### src/rtl/dcg_pkg.sv
package dcg_pkg;

   localparam int CODE_W = 4;
   localparam int MODE_W = 2;

   typedef enum logic [CODE_W-1:0] {
      C_ZERO = 4'd0,
      C_ONE  = 4'd1,
      C_X    = 4'd2,
      C_D    = 4'd3,
      C_DB   = 4'd4,
      C_U    = 4'd5,
      C_SU   = 4'd6,
      C_CM0  = 4'd7,
      C_CM1  = 4'd8,
      C_IO0  = 4'd9,
      C_IO1  = 4'd10,
      C_NPD  = 4'd11,
      C_NPDB = 4'd12
   } code_e;

   typedef enum logic [2:0] {
      G_AND, G_OR, G_NAND, G_NOR, G_NOT
   } gate_e;

   localparam logic [MODE_W-1:0] M_PROP = 2'd1;
   localparam logic [MODE_W-1:0] M_JUST = 2'd2;

   typedef enum logic [2:0] {
      A_NONE, A_SWAP, A_INS_A, A_INS_B, A_FLIP
   } act_e;

   // ternary half-value: 0, 1 or unknown
   localparam logic [1:0] T0 = 2'd0;
   localparam logic [1:0] T1 = 2'd1;
   localparam logic [1:0] TU = 2'd2;

   function automatic logic [1:0] good_of(code_e c);
      case (c)
         C_ZERO, C_DB: return T0;
         C_ONE,  C_D:  return T1;
         default:      return TU;
      endcase
   endfunction

   function automatic logic [1:0] bad_of(code_e c);
      case (c)
         C_ZERO, C_D:  return T0;
         C_ONE,  C_DB: return T1;
         default:      return TU;
      endcase
   endfunction

   function automatic logic [1:0] t_and(logic [1:0] a, logic [1:0] b);
      if (a == T0 || b == T0) return T0;
      if (a == T1 && b == T1) return T1;
      return TU;
   endfunction

   function automatic logic [1:0] t_or(logic [1:0] a, logic [1:0] b);
      if (a == T1 || b == T1) return T1;
      if (a == T0 && b == T0) return T0;
      return TU;
   endfunction

   function automatic logic [1:0] t_inv(logic [1:0] a);
      if (a == T0) return T1;
      if (a == T1) return T0;
      return TU;
   endfunction

   function automatic code_e t_join(logic [1:0] g, logic [1:0] f, logic any_u);
      if (g != TU && f != TU) begin
         case ({g[0], f[0]})
            2'b00:   return C_ZERO;
            2'b11:   return C_ONE;
            2'b10:   return C_D;
            default: return C_DB;
         endcase
      end
      return any_u ? C_U : C_X;
   endfunction

   function automatic code_e code_not(code_e c);
      case (c)
         C_ZERO:  return C_ONE;
         C_ONE:   return C_ZERO;
         C_D:     return C_DB;
         C_DB:    return C_D;
         default: return c;
      endcase
   endfunction

   function automatic logic is_value(code_e c);
      return (c == C_ZERO) || (c == C_ONE) || (c == C_D) || (c == C_DB);
   endfunction

   function automatic logic is_open(code_e c);
      return (c == C_X) || (c == C_U);
   endfunction

   function automatic logic is_cm(code_e c);
      return (c == C_CM0) || (c == C_CM1);
   endfunction

   function automatic logic is_npd(code_e c);
      return (c == C_NPD) || (c == C_NPDB);
   endfunction

endpackage

### src/rtl/dcg_fwd_eval.sv
module dcg_fwd_eval
   import dcg_pkg::*;
#(
   parameter gate_e GATE = G_AND
) (
   input  code_e a_i,
   input  code_e b_i,
   output code_e y_o
);
   localparam bit IS_INV = (GATE == G_NAND) || (GATE == G_NOR) || (GATE == G_NOT);
   localparam bit IS_OR  = (GATE == G_OR) || (GATE == G_NOR);

   generate
      if (GATE == G_NOT) begin : g_single
         always_comb y_o = t_join(t_inv(good_of(a_i)), t_inv(bad_of(a_i)), a_i == C_U);
      end else begin : g_dual
         logic [1:0] g_base, f_base, g_out, f_out;
         always_comb begin
            g_base = IS_OR ? t_or(good_of(a_i), good_of(b_i))
                           : t_and(good_of(a_i), good_of(b_i));
            f_base = IS_OR ? t_or(bad_of(a_i), bad_of(b_i))
                           : t_and(bad_of(a_i), bad_of(b_i));
            g_out  = IS_INV ? t_inv(g_base) : g_base;
            f_out  = IS_INV ? t_inv(f_base) : f_base;
            y_o    = t_join(g_out, f_out, (a_i == C_U) || (b_i == C_U));
         end
      end
   endgenerate
endmodule

### src/rtl/dcg_just_plan.sv
module dcg_just_plan
   import dcg_pkg::*;
#(
   parameter gate_e GATE = G_AND
) (
   input  code_e req_i,
   input  code_e fix_a_i,
   input  code_e fix_b_i,
   output code_e plan_a_o,
   output code_e plan_b_o,
   output logic  alt_ok_o
);
   localparam bit    IS_INV = (GATE == G_NAND) || (GATE == G_NOR) || (GATE == G_NOT);
   localparam bit    IS_OR  = (GATE == G_OR) || (GATE == G_NOR);
   localparam code_e CTL    = IS_OR ? C_ONE : C_ZERO;
   localparam code_e NCTL   = IS_OR ? C_ZERO : C_ONE;

   code_e base_req;
   always_comb base_req = IS_INV ? code_not(req_i) : req_i;

   generate
      if (GATE == G_NOT) begin : g_single
         always_comb begin
            plan_a_o = is_open(fix_a_i) ? base_req : fix_a_i;
            plan_b_o = C_U;
            alt_ok_o = 1'b0;
         end
      end else begin : g_dual
         logic open_a, open_b;
         always_comb begin
            open_a   = is_open(fix_a_i);
            open_b   = is_open(fix_b_i);
            alt_ok_o = 1'b0;
            if (base_req == CTL) begin
               if (fix_a_i == CTL || fix_b_i == CTL) begin
                  plan_a_o = open_a ? C_X : fix_a_i;
                  plan_b_o = open_b ? C_X : fix_b_i;
               end else if (open_a && open_b) begin
                  plan_a_o = CTL;
                  plan_b_o = C_X;
                  alt_ok_o = 1'b1;
               end else begin
                  plan_a_o = open_a ? CTL : fix_a_i;
                  plan_b_o = open_b ? CTL : fix_b_i;
               end
            end else begin
               plan_a_o = open_a ? NCTL : fix_a_i;
               plan_b_o = open_b ? NCTL : fix_b_i;
            end
         end
      end
   endgenerate
endmodule

### src/rtl/dcg_conflict.sv
module dcg_conflict
   import dcg_pkg::*;
(
   input  code_e cin_a_i,
   input  code_e cin_b_i,
   input  code_e asg_a_i,
   input  code_e asg_b_i,
   input  logic  alt_ok_i,
   input  logic  tried_i,
   input  logic  pushed_i,
   output act_e  act_o
);
   logic  sel_b, hit, maj_one, opposed;
   code_e held;

   always_comb begin
      sel_b   = !is_cm(cin_a_i);
      hit     = is_cm(cin_a_i) || is_cm(cin_b_i);
      maj_one = sel_b ? (cin_b_i == C_CM1) : (cin_a_i == C_CM1);
      held    = sel_b ? asg_b_i : asg_a_i;
      opposed = hit && ((held == C_ZERO && maj_one) || (held == C_ONE && !maj_one));
      if (!opposed || pushed_i)  act_o = A_NONE;
      else if (!tried_i && alt_ok_i) act_o = A_SWAP;
      else if (!tried_i)         act_o = sel_b ? A_INS_B : A_INS_A;
      else                       act_o = A_FLIP;
   end
endmodule

### src/rtl/dcg_cell.sv
module dcg_cell
   import dcg_pkg::*;
#(
   parameter gate_e GATE = G_AND
) (
   input  logic                clk,
   input  logic                rst_n,
   input  logic [MODE_W-1:0]   mode_i,
   input  logic [CODE_W-1:0]   in_a_i,
   input  logic [CODE_W-1:0]   in_b_i,
   input  logic [CODE_W-1:0]   out_req_i,
   output logic [CODE_W-1:0]   in_a_o,
   output logic [CODE_W-1:0]   in_b_o,
   output logic [CODE_W-1:0]   out_o
);
   localparam bit DUAL = (GATE != G_NOT);

   if ($bits(code_e) != CODE_W) begin : g_width_chk
      $error("code enum width must equal CODE_W");
   end

   code_e ca, cb, creq;
   always_comb begin
      ca   = code_e'(in_a_i);
      cb   = code_e'(in_b_i);
      creq = code_e'(out_req_i);
   end

   // state
   code_e fix_a_q, fix_b_q, asg_a_q, asg_b_q, out_q, req_q;
   logic  ins_a_q, ins_b_q, alt_q, tried_q, pushed_q, req_vld;

   // submodule results
   code_e fwd_y, plan_a, plan_b;
   logic  plan_alt;
   act_e  act;

   dcg_fwd_eval #(.GATE(GATE)) fwd_i (
      .a_i(ca), .b_i(cb), .y_o(fwd_y)
   );

   dcg_just_plan #(.GATE(GATE)) plan_i (
      .req_i(creq), .fix_a_i(fix_a_q), .fix_b_i(fix_b_q),
      .plan_a_o(plan_a), .plan_b_o(plan_b), .alt_ok_o(plan_alt)
   );

   dcg_conflict conf_i (
      .cin_a_i(ca), .cin_b_i(DUAL ? cb : C_X),
      .asg_a_i(asg_a_q), .asg_b_i(asg_b_q),
      .alt_ok_i(alt_q), .tried_i(tried_q), .pushed_i(pushed_q),
      .act_o(act)
   );

   logic any_su, npd_in, new_req;
   always_comb begin
      any_su  = (ca == C_SU) || (cb == C_SU) || (creq == C_SU);
      npd_in  = is_npd(ca) || (DUAL && is_npd(cb));
      new_req = is_value(creq) && (!req_vld || creq != req_q);
   end

   always_ff @(posedge clk or negedge rst_n) begin
      if (!rst_n) begin
         fix_a_q  <= C_U;
         fix_b_q  <= C_U;
         asg_a_q  <= C_U;
         asg_b_q  <= C_U;
         out_q    <= C_U;
         req_q    <= C_U;
         ins_a_q  <= 1'b0;
         ins_b_q  <= 1'b0;
         alt_q    <= 1'b0;
         tried_q  <= 1'b0;
         pushed_q <= 1'b0;
         req_vld  <= 1'b0;
      end else if (any_su) begin
         fix_a_q  <= C_U;
         fix_b_q  <= C_U;
         asg_a_q  <= C_U;
         asg_b_q  <= C_U;
         out_q    <= C_U;
         ins_a_q  <= 1'b0;
         ins_b_q  <= 1'b0;
         alt_q    <= 1'b0;
         tried_q  <= 1'b0;
         pushed_q <= 1'b0;
         req_vld  <= 1'b0;
      end else if (mode_i == M_PROP) begin
         req_vld <= 1'b0;
         if (!npd_in) begin
            if (ca <= C_U) begin
               fix_a_q <= ca;
               asg_a_q <= ca;
            end
            if (DUAL && cb <= C_U) begin
               fix_b_q <= cb;
               asg_b_q <= cb;
            end
            out_q    <= fwd_y;
            ins_a_q  <= 1'b0;
            ins_b_q  <= 1'b0;
            alt_q    <= 1'b0;
            tried_q  <= 1'b0;
            pushed_q <= 1'b0;
         end
      end else if (mode_i == M_JUST) begin
         if (new_req) begin
            asg_a_q  <= plan_a;
            asg_b_q  <= plan_b;
            out_q    <= creq;
            req_q    <= creq;
            req_vld  <= 1'b1;
            alt_q    <= plan_alt;
            ins_a_q  <= 1'b0;
            ins_b_q  <= 1'b0;
            tried_q  <= 1'b0;
            pushed_q <= 1'b0;
         end else if (req_vld) begin
            case (act)
               A_SWAP: begin
                  asg_a_q <= asg_b_q;
                  asg_b_q <= asg_a_q;
                  tried_q <= 1'b1;
               end
               A_INS_A: begin
                  ins_a_q <= 1'b1;
                  tried_q <= 1'b1;
               end
               A_INS_B: begin
                  ins_b_q <= 1'b1;
                  tried_q <= 1'b1;
               end
               A_FLIP: begin
                  out_q    <= code_not(out_q);
                  pushed_q <= 1'b1;
               end
               default: ;
            endcase
         end
      end else begin
         req_vld <= 1'b0;
      end
   end

   always_comb begin
      in_a_o = ins_a_q ? ((asg_a_q == C_ONE) ? C_IO1 : C_IO0) : asg_a_q;
      in_b_o = ins_b_q ? ((asg_b_q == C_ONE) ? C_IO1 : C_IO0) : asg_b_q;
      out_o  = out_q;
   end
endmodule

### config.mk
export PLATFORM = sky130hd
export DESIGN_NAME = dcg_cell
export DESIGN_NICKNAME = d
export VERILOG_FILES = /design/src/rtl/dcg_pkg.sv /design/src/rtl/dcg_fwd_eval.sv /design/src/rtl/dcg_just_plan.sv /design/src/rtl/dcg_conflict.sv /design/src/rtl/dcg_cell.sv
export SDC_FILE = /design/constraint.sdc
export NUM_CORES = 1
export LEC_CHECK = 0
export BUFFER_PORTS_ARGS = -buffer_cell sky130_fd_sc_hd__buf_2
export CORE_MARGIN = 2
export CORE_UTILIZATION = 57
export CTS_BUF_LIST = sky130_fd_sc_hd__clkbuf_4
export CTS_CLUSTER_DIAMETER = 40
export DETAILED_ROUTE_END_ITERATION = 16
export GPL_TIMING_DRIVEN = 1
export PLACE_DENSITY = 0.9
export SLEW_MARGIN = 20
export SYNTH_ARGS = -nofsm -noshare
export SYNTH_HDL_FRONTEND = slang
export SYNTH_SLANG_ARGS = --single-unit
### constraint.sdc
create_clock -name clk -period 2.98 [get_ports clk]
set_clock_uncertainty 0.15 [all_clocks]
set_input_delay 0.149 -clock clk [delete_from_list [all_inputs] [get_ports clk]]
set_output_delay 0.149 -clock clk [all_outputs]
set_load 0.1 [all_outputs]
==> results_dict.tcl, run 1 <==
set metrics [dict create \
    path_cells "dlygate4sd3_1, buf_2, mux2_2, a311o_1, o211ai_2, a211oi_1, or4_4, a2bb2oi_1" \
    p_leak_uw 0.00110 \
    syn_area_sq_um 2340 \
    worst_pin_slew_ns 0.709 \
    multi_input_area_sq_um 1460 \
    post_drt_wl_per_cell_microns 16.9 \
    critical_path.endpoint_type "flop" \
    reg2reg_from "req_q[2]" \
    clk_latency_ns 0.35 \
    synth_edf_count 0 \
    start_util_pct 59.0 \
    synthTopCellsByArea "dfrtp_1 (19%), dfstp_2 (13%), o21ai_0 (4.9%)" \
    synthToLayoutAreaGrowth_pct 11.7 \
    syn_nets 295 \
    fin_nets 321 \
    hold_viol 0 \
    critical_path_buf_inv_count 2 \
    gp_congestion 1.01 \
    grt_pass1_vias 2185 \
    synth_cell_types 60 \
    critPathMaxStageDelay_ns 0.57 \
    drc_errors 0 \
    ys_top_cells_by_count "nor2_1 (27), nand2_1 (23), o21ai_0 (23)" \
    fin_crit_ns 2.53 \
    ys_async_sr_fraction_pct 100 \
    start_kind "input port" \
    critPathKind "in2reg" \
    antenna_found_initial 0 \
    ios 28 \
    maxSlewViolCount 0 \
    setup_viol 0 \
    hp-class "in2reg" \
    post-route-util_pct 65.9 \
    pre_cts_ws_ns 0.483 \
    status "completed" \
    design_area_sq_um 2620 \
    max_freq_mhz 395 \
    synth.avg_cell_area_sq_um 8.40 \
    vias_per_cell 6.58 \
    yosysTopAreaCellShare_pct 19.2 \
    drtIter0Drc 232 \
    placed_area_sq_um 2510 \
    port-buffer-count 27 \
    max_slew_margin_pct 52.2 \
    fillCellCount 318 \
    synth_flop_cell "dfrtp_1" \
    min_from "out_req_i[1]" \
    worstPathRequired_ns 3.12 \
    rows 23 \
    worst_ep_arrival_time_ns 2.68 \
    crit_fanout 16 \
    crit_start "out_req_i[0]" \
    cap_viol_max_count 0 \
    regArea_sq_um 766 \
    cts_buffer_depth 2 \
    drive_gt1_share_pct 24.5 \
    synth-warning-count 0 \
    yosysMostFrequentCell "nor2_1" \
    rsz0062_at_grt "false" \
    fin_setup_tns_ns 0 \
    yosysSeqAreaShare_pct 32.7 \
    hpwl_mm 4.43 \
    synth_cells 279 \
    dieArea_sq_um 4640 \
    post_cts_buffers 0 \
    ys_ff_latch 30 \
    drtPass1Iterations 5 \
    hold_buffers 3 \
    drt_wl_total_mm 6.00 \
    path_clk_slew_ns 0.10 \
    vias 2343 \
    cts_buffers 5 \
    cts_tree "done" \
    core_area_sq_um 3970 \
    root_buffer "clkbuf_4" \
    track_usage_pct 29.3 \
    overflow 0 \
    ant_nets 0 \
    dieWidth_microns 68.1 \
    die_y_microns 68.1 \
    antenna_cells 0 \
    grt_pass1_wl_mm 9.98 \
    synth.largest_area_cell "dfrtp_1" \
    setup_ws_ns 0.446 \
    cpMaxStageDelayCell "or4_4" \
    worst_path_dominant_cell_family "compound AO/OA/AOI/OAI gates" \
    ctsResizeCount 0 \
    grt_max_degree 31 \
    p_per_area_nw_per_um2 638 \
    cts.sinks 30 \
    finalCritPeriodShare_pct 85.0 \
    peakVddDrop_mv 0.467 \
    htreeDepth 2 \
]
[layer usage]
metal | up-vias | wire (microns) | global-route usage [%]
met4 | 0 | 239 | 16.8
met2 | 105 | 2870 | 46.1
met3 | 29 | 411 | 7.73
met1 | 1118 | 2480 | 36.2
met5 | - | 0 | 0
li1 | 1091 | - | -
[through the flow]
step                      hold slack, ns  std cells  power [uW]
after floorplan                   -0.297        279        1180
after global placement            0.0618        345        1320
after detailed placement          0.0647        345        1340
after CTS                         0.0144        356        1670
after global routing              0.0359        356        1750
final                             0.0217        356        1670
[state kept, by name, indices dropped and copies added, names as in the netlist, 4 cells and up]
name / flops
asg_b_q: 4
fix_a_q: 4
asg_a_q: 4
fix_b_q: 4
req_q: 4
out_o: 4
[worst register-to-register path: stages (launching register included)]
cell and delay [ns]:
dfstp_2 0.57, xor2_1 0.07, o21ai_0 0.19, o211ai_2 0.34, o311ai_0 0.25, o21ai_0 0.18, o32a_1 0.33, o32a_1 0.29
[report_power, final]
part	total, uW	leakage, uW	internal (uW)	switching, uW
Clock	330	0.0000450	173	156
Combinational	762	0.000684	214	547
Sequential	580	0.000371	503	76.3
[layout by cell type (no fill, tap or decap), types with 3 or more instances in the layout]
cell type	instances
nor4_1	4
mux2_2	9
dlygate4sd3_1	3
o21ai_0	23
buf_2	27
mux2i_1	8
o21a_1	5
nand2b_1	6
nor3_1	11
nand3_1	6
nand3b_1	4
a21oi_1	16
a211oi_1	6
inv_1	11
dfrtp_1	18
a31oi_1	3
and3_1	3
buf_4	6
nor2b_1	7
dfstp_2	12
clkbuf_4	5
xor2_1	3
a41oi_1	3
nand2_1	23
nor2_1	27
nor4bb_1	3
[cell families (layout without fill, tap and decap cells)]
family / after synthesis / after routing / synth area share, %
compound gates: 86 / 86 / 25.5
buf+inv: 28 / 55 / 5.02
xor+xnor: 6 / 6 / 2.56
mux: 17 / 17 / 7.74
simple gates: 112 / 112 / 26.5
flops: 30 / 30 / 32.7
[path summary, 6_finish.rpt]
kind | end | slack [ns] | cells after the start
setup / recovery | asg_b_q[0] | 0.45 | 8
hold / removal | req_q[1] | 0.02 | 2
setup reg to reg | asg_b_q[2] | 0.54 | 7
hold reg to reg | req_q[3] | 0.38 | 2
max in group asynchronous | out_o[1] | 2.04 | 2
min in group asynchronous | fix_b_q[3] | 0.19 | 2
[area by class of cell]
type / count / area share, %
multi-input cells: 221 / 55.8
clock buffers: 5 / 1.43
flip-flops and latches: 30 / 29.3
clock inverters: 3 / 1.53
well taps: 50 / 2.39
repair buffers: 36 / 8.03
inverters: 11 / 1.58
Power figures use the tool's default switching activity.
==> run 2, diff against run 1 <==
--- a/config.mk
+++ b/config.mk
@@ -6,6 +6,7 @@
 export NUM_CORES = 1
 export LEC_CHECK = 0
 export BUFFER_PORTS_ARGS = -buffer_cell sky130_fd_sc_hd__buf_2
+export CORE_ASPECT_RATIO = 1.5
 export CORE_MARGIN = 2
 export CORE_UTILIZATION = 57
 export CTS_BUF_LIST = sky130_fd_sc_hd__clkbuf_4
==> results_dict.tcl, run 2 (synthesis results as in run 1) <==
set metrics [dict create \
    grt_max_degree 31 \
    grt_pass1_wl_mm 11.0 \
    swShare_pct 44.9 \
    peakVddDrop_mv 0.556 \
    worst_pin_slew_ns 0.737 \
    power_frac_comb_pct 43.5 \
    port-buffer-count 27 \
    rsz0062_at_grt "false" \
    post_drt_wl_per_cell_microns 19.4 \
    vias_per_cell 6.72 \
    p_int_uw 975 \
    antenna_cells 0 \
    gp_congestion 0.994 \
    holdWs_ns 0.0213 \
    fin_cells 349 \
    critPathKind "in2reg" \
    pre_cts_ws_ns 0.461 \
    start_kind "input port" \
    hpwl_mm 5.01 \
    root_buffer "clkbuf_4" \
    synthToLayoutAreaGrowth_pct 11.7 \
    cap_viol_max_count 0 \
    drc_errors 0 \
    p_clk_share_pct 23.6 \
    crit_fanout 14 \
    cpMaxStageDelayCell "dlygate4sd3_1" \
    track_usage_pct 31.1 \
    dieWidth_microns 56.4 \
    worstPathRequired_ns 3.11 \
    maxSlewViolCount 0 \
    hp-class "in2reg" \
    p_per_area_nw_per_um2 676 \
    core_area_sq_um 3960 \
    cpMostUsedCell "o32a_1" \
    max_freq_mhz 380 \
    cts.sinks 30 \
    die_y_microns 82.5 \
    drtPass1Iterations 4 \
    fillCellCount 353 \
    grt_pass1_vias 2288 \
    final_cell_mix "nor2_1 (27), buf_2 (27), o21ai_0 (23), nand2_1 (23), dfrtp_1 (18)" \
    status "completed" \
    path_cells "dlygate4sd3_1, buf_2, mux2_2, a311o_1, o211ai_2, buf_4, o21ai_0, o32a_1, o32a_1" \
    drive_gt1_share_pct 24.0 \
    clk_latency_ns 0.35 \
    switching_power_uw 796 \
    antenna_found_initial 0 \
    rows 28 \
    path_clk_slew_ns 0.10 \
    worst_ep_arrival_time_ns 2.76 \
    ios 28 \
    fin_nets 319 \
    dieArea_sq_um 4650 \
    finalCritPeriodShare_pct 88.3 \
    max_slew_margin_pct 50.3 \
    critPathMaxStageDelay_ns 0.52 \
    vias 2346 \
    drt_wl_total_mm 6.77 \
    seq_power_share_pct 32.9 \
    critical_path.endpoint_type "flop" \
    start_util_pct 59.2 \
    setup_viol 0 \
    cts_buffers 5 \
    drtIter0Drc 153 \
    ctsResizeCount 0 \
    cts_buffer_depth 2 \
    setup_ws_ns 0.348 \
    p_leak_uw 0.00110 \
    ant_nets 0 \
    overflow 0 \
    cts_tree "done" \
    hold_viol 0 \
    fin_crit_ns 2.63 \
    htreeDepth 2 \
    place_inst 339 \
    fin_setup_tns_ns 0 \
]
run 2: cell types whose count changed in the layout (fill, tap and decap cells not counted):
cell	delta
bufinv_16	+1
clkinv_2	-2
dlygate4sd3_1	-1
buf_4	-1
clkinv_1	+1
run 2: path summary, 6_finish.rpt:
path,slack [ns],to,startpoint,cells past startpoint
setup / recovery,0.35,asg_b_q[2],out_req_i[0],9
hold / removal,0.02,req_q[1],out_req_i[1],2
setup reg to reg,0.50,asg_b_q[1],asg_b_q[0],7
hold reg to reg,0.39,fix_a_q[0],fix_a_q[0],2
max in group asynchronous,1.99,req_vld,rst_n,2
min in group asynchronous,0.23,asg_a_q[3],rst_n,2
run 2: critical path: cells and delay by family:
family,cells,cell delay (ns)
AO/OA/AOI/OAI,5,1.28
buffers and inverters,3,0.96
multiplexers,1,0.35
run 2: power by group through the flow:
stage | clock, uW | combinational, uW | sequential, uW
floorplan | 0 | 512 | 673
global placement | 0 | 751 | 582
detailed placement | 0 | 762 | 586
CTS | 424 | 767 | 580
global route | 439 | 818 | 594
finish | 418 | 771 | 582
run 2: stage by stage:
stage          util (%)  instance area, sq um  power, uW
3_5_place_dp       63.1                  2500       1350
4_1_cts            66.1                  2620       1770
2_1_floorplan         -                  2340       1180
5_1_grt            66.1                  2620       1850
6_report           66.1                  2620       1770
3_3_place_gp       63.1                  2500       1330
run 2: area by class of cell:
class                      count  area [sq um]  share of cell area, %
clock buffer                   5          37.5                   1.43
inverter                      11          41.3                   1.58
sequential                    30           766                   29.3
tap                           45          56.3                   2.15
timing repair buffer          34           193                   7.36
clock inverter                 3          63.8                   2.44
multi-input combinational    221          1460                   55.8
run 2: layer usage:
layer  track usage, %  vias to the layer above  routed length [microns]
met2             54.4                      108                     3390
met4             21.4                        0                      450
met1             34.1                     1113                     2490
li1                 -                     1088                        -
met3             5.76                       37                      444
met5                0                        -                        0
run 2: repair_timing:
item	in CTS	in global routing
endpoints found under the setup margin	0	0
hold buffers	2	0
endpoints found under the hold margin	19	0
buffers inserted	0	0
==> run 3, diff against run 2 <==
--- a/config.mk
+++ b/config.mk
@@ -6,14 +6,16 @@
 export NUM_CORES = 1
 export LEC_CHECK = 0
 export BUFFER_PORTS_ARGS = -buffer_cell sky130_fd_sc_hd__buf_2
+export CAP_MARGIN = 30
 export CORE_ASPECT_RATIO = 1.5
 export CORE_MARGIN = 2
 export CORE_UTILIZATION = 57
 export CTS_BUF_LIST = sky130_fd_sc_hd__clkbuf_4
 export CTS_CLUSTER_DIAMETER = 40
 export DETAILED_ROUTE_END_ITERATION = 16
-export GPL_TIMING_DRIVEN = 1
+export GPL_TIMING_DRIVEN = 0
 export PLACE_DENSITY = 0.9
+export RECOVER_POWER = 25
 export SLEW_MARGIN = 20
 export SYNTH_ARGS = -nofsm -noshare
 export SYNTH_HDL_FRONTEND = slang
==> results_dict.tcl, run 3 (synthesis results as in run 1) <==
set metrics [dict create \
    cap_viol_max_count 1 \
    synthToLayoutAreaGrowth_pct 10.6 \
    worstPathRequired_ns 3.10 \
    p_total_uw 1590 \
    start_kind "input port" \
    dieArea_sq_um 4650 \
    antenna_cells 0 \
    ctsResizeCount 0 \
    drtIter0Drc 155 \
    vias 2431 \
    maxSlewViolCount 31 \
    setup_viol 0 \
    cts_buffer_depth 2 \
    ios 28 \
    cpMostUsedCell "buf_2" \
    drtPass1Iterations 7 \
    peakVddDrop_mv 0.625 \
    path_clk_slew_ns 0.10 \
    hp-class "in2reg" \
    dieWidth_microns 56.4 \
    port-buffer-count 24 \
    final_cell_mix "buf_2 (30), nor2_1 (27), o21ai_0 (23), nand2_1 (23), dfrtp_1 (18)" \
    hold_viol 0 \
    track_usage_pct 29.7 \
    min_from "out_req_i[1]" \
    rr_endpoint "asg_b_q[3]" \
    root_buffer "clkbuf_4" \
    grt_max_degree 31 \
    ff2ff_setup_slack_ns 0.38 \
    violations "max-capacitance violations, max-slew violations" \
    post_cts_buffers 0 \
    overflow 0 \
    max_freq_mhz 370 \
    start_util_pct 59.2 \
    grt_use_met2_pct 54.1 \
    gp_congestion 0.953 \
    worst_pin_slew_ns 1.66 \
    core_area_sq_um 3960 \
    status "complete, but fails checks" \
    cpMaxStageDelayCell "dlygate4sd3_1" \
    final_common_cell "buf_2" \
    use_met3_pct 5.61 \
    worst_ep_arrival_time_ns 2.83 \
    ant_nets 0 \
    p_leak_uw 0.00108 \
    htreeDepth 2 \
    worstHoldEndpoint "req_q[1]" \
    fin_crit_ns 2.71 \
    critPathKind "in2reg" \
    drive_gt1_share_pct 23.0 \
    fin_nets 328 \
    hpwl_mm 4.80 \
    antenna_found_initial 0 \
    die_y_microns 82.5 \
    reg2reg_from "asg_b_q[2]" \
    rr_worst_depth 7 \
    hold_path_depth 2 \
    hold_buffers 2 \
    rsz0062_at_grt "false" \
    fin_setup_tns_ns 0 \
    finalCritPeriodShare_pct 90.8 \
    grt.busiest_layer "met2" \
    clk_latency_ns 0.34 \
    grt_pass1_vias 2179 \
    cts.sinks 30 \
    max_slew_margin_pct -10.4 \
    path_cells "dlygate4sd3_1, buf_2, mux2_2, a311o_1, o211ai_2, buf_2, buf_2, o21ai_0, a31oi_1, a21oi_1, o22ai_1" \
    crit_fanout 10 \
    vias_per_cell 6.79 \
    grt_pass1_wl_mm 10.6 \
    critPathMaxStageDelay_ns 0.53 \
    post_drt_wl_per_cell_microns 18.3 \
    worst_path_dominant_cell_family "buffers and inverters" \
    drt_wl_total_mm 6.56 \
    crit_start "out_req_i[0]" \
    cts_tree "done" \
    drc_errors 0 \
    met1_usage_pct 33.0 \
    critical_path_buf_inv_count 4 \
    p_per_area_nw_per_um2 614 \
    rows 28 \
    critical_path.endpoint_type "flop" \
    cts_buffers 5 \
]
-- run 3: changes by cell type in the layout (fill, tap and decap cells not counted), sizes merged --
cell      previous run  this run
buf                 32        31
clkinv               1         2
clkbuf               5        15
bufinv               2         0
clkinvlp             0         1
-- run 3: layout make-up --
cell class / count / area, sq um
buffer: 17 / 76.3
clock buffer: 5 / 37.5
clock inverter: 3 / 16.3
fill: 358 / 1370
inverter: 11 / 41.3
multi-input combinational: 221 / 1460
sequential: 30 / 766
tap: 45 / 56.3
timing repair buffer: 26 / 139
-- run 3: power breakdown --
| group | switching (uW) | internal (uW) |
|---|---|---|
| Sequential | 75.9 | 503 |
| Clock | 155 | 87.5 |
| Combinational | 557 | 212 |
-- run 3: worst reg2reg max path, cell delays in order, from the launching register on --
cell	delay (ns)
dfstp_2	0.40
nor3_1	0.39
a21boi_2	0.22
mux2i_1	0.15
nor4b_2	0.31
a211oi_1	0.17
or4_4	0.56
o2bb2ai_1	0.17
-- run 3: routing by layer --
metal	wire, microns	share of wire (%)
met1	2520	38
met2	3300	50
met3	399	6.1
met4	332	5.1
met5	0	0
-- run 3: worst max path at each step --
stage | cells after the start | to | slack [ns]
floorplan | 1 | in_a_o[1] | 0.15
global placement | 9 | asg_b_q[0] | 0.26
detailed placement | 9 | asg_b_q[0] | 0.25
CTS | 11 | asg_b_q[1] | 0.35
global route | 11 | asg_b_q[1] | 0.06
finish | 11 | asg_b_q[1] | 0.27
-- run 3: metrics by stage --
| stage | util [%] | instance area, sq um | worst slack, ns | cells | hold slack [ns] |
|---|---|---|---|---|---|
| 2_1_floorplan | - | 2340 | 0.150 | 279 | -0.297 |
| 3_3_place_gp | 63.7 | 2520 | 0.258 | 348 | 0.0581 |
| 3_5_place_dp | 63.7 | 2520 | 0.249 | 348 | 0.0721 |
| 4_1_cts | 65.5 | 2590 | 0.348 | 358 | 0.00847 |
| 5_1_grt | 65.5 | 2590 | 0.0599 | 358 | 0.0288 |
| 6_report | 65.5 | 2590 | 0.274 | 358 | 0.0126 |
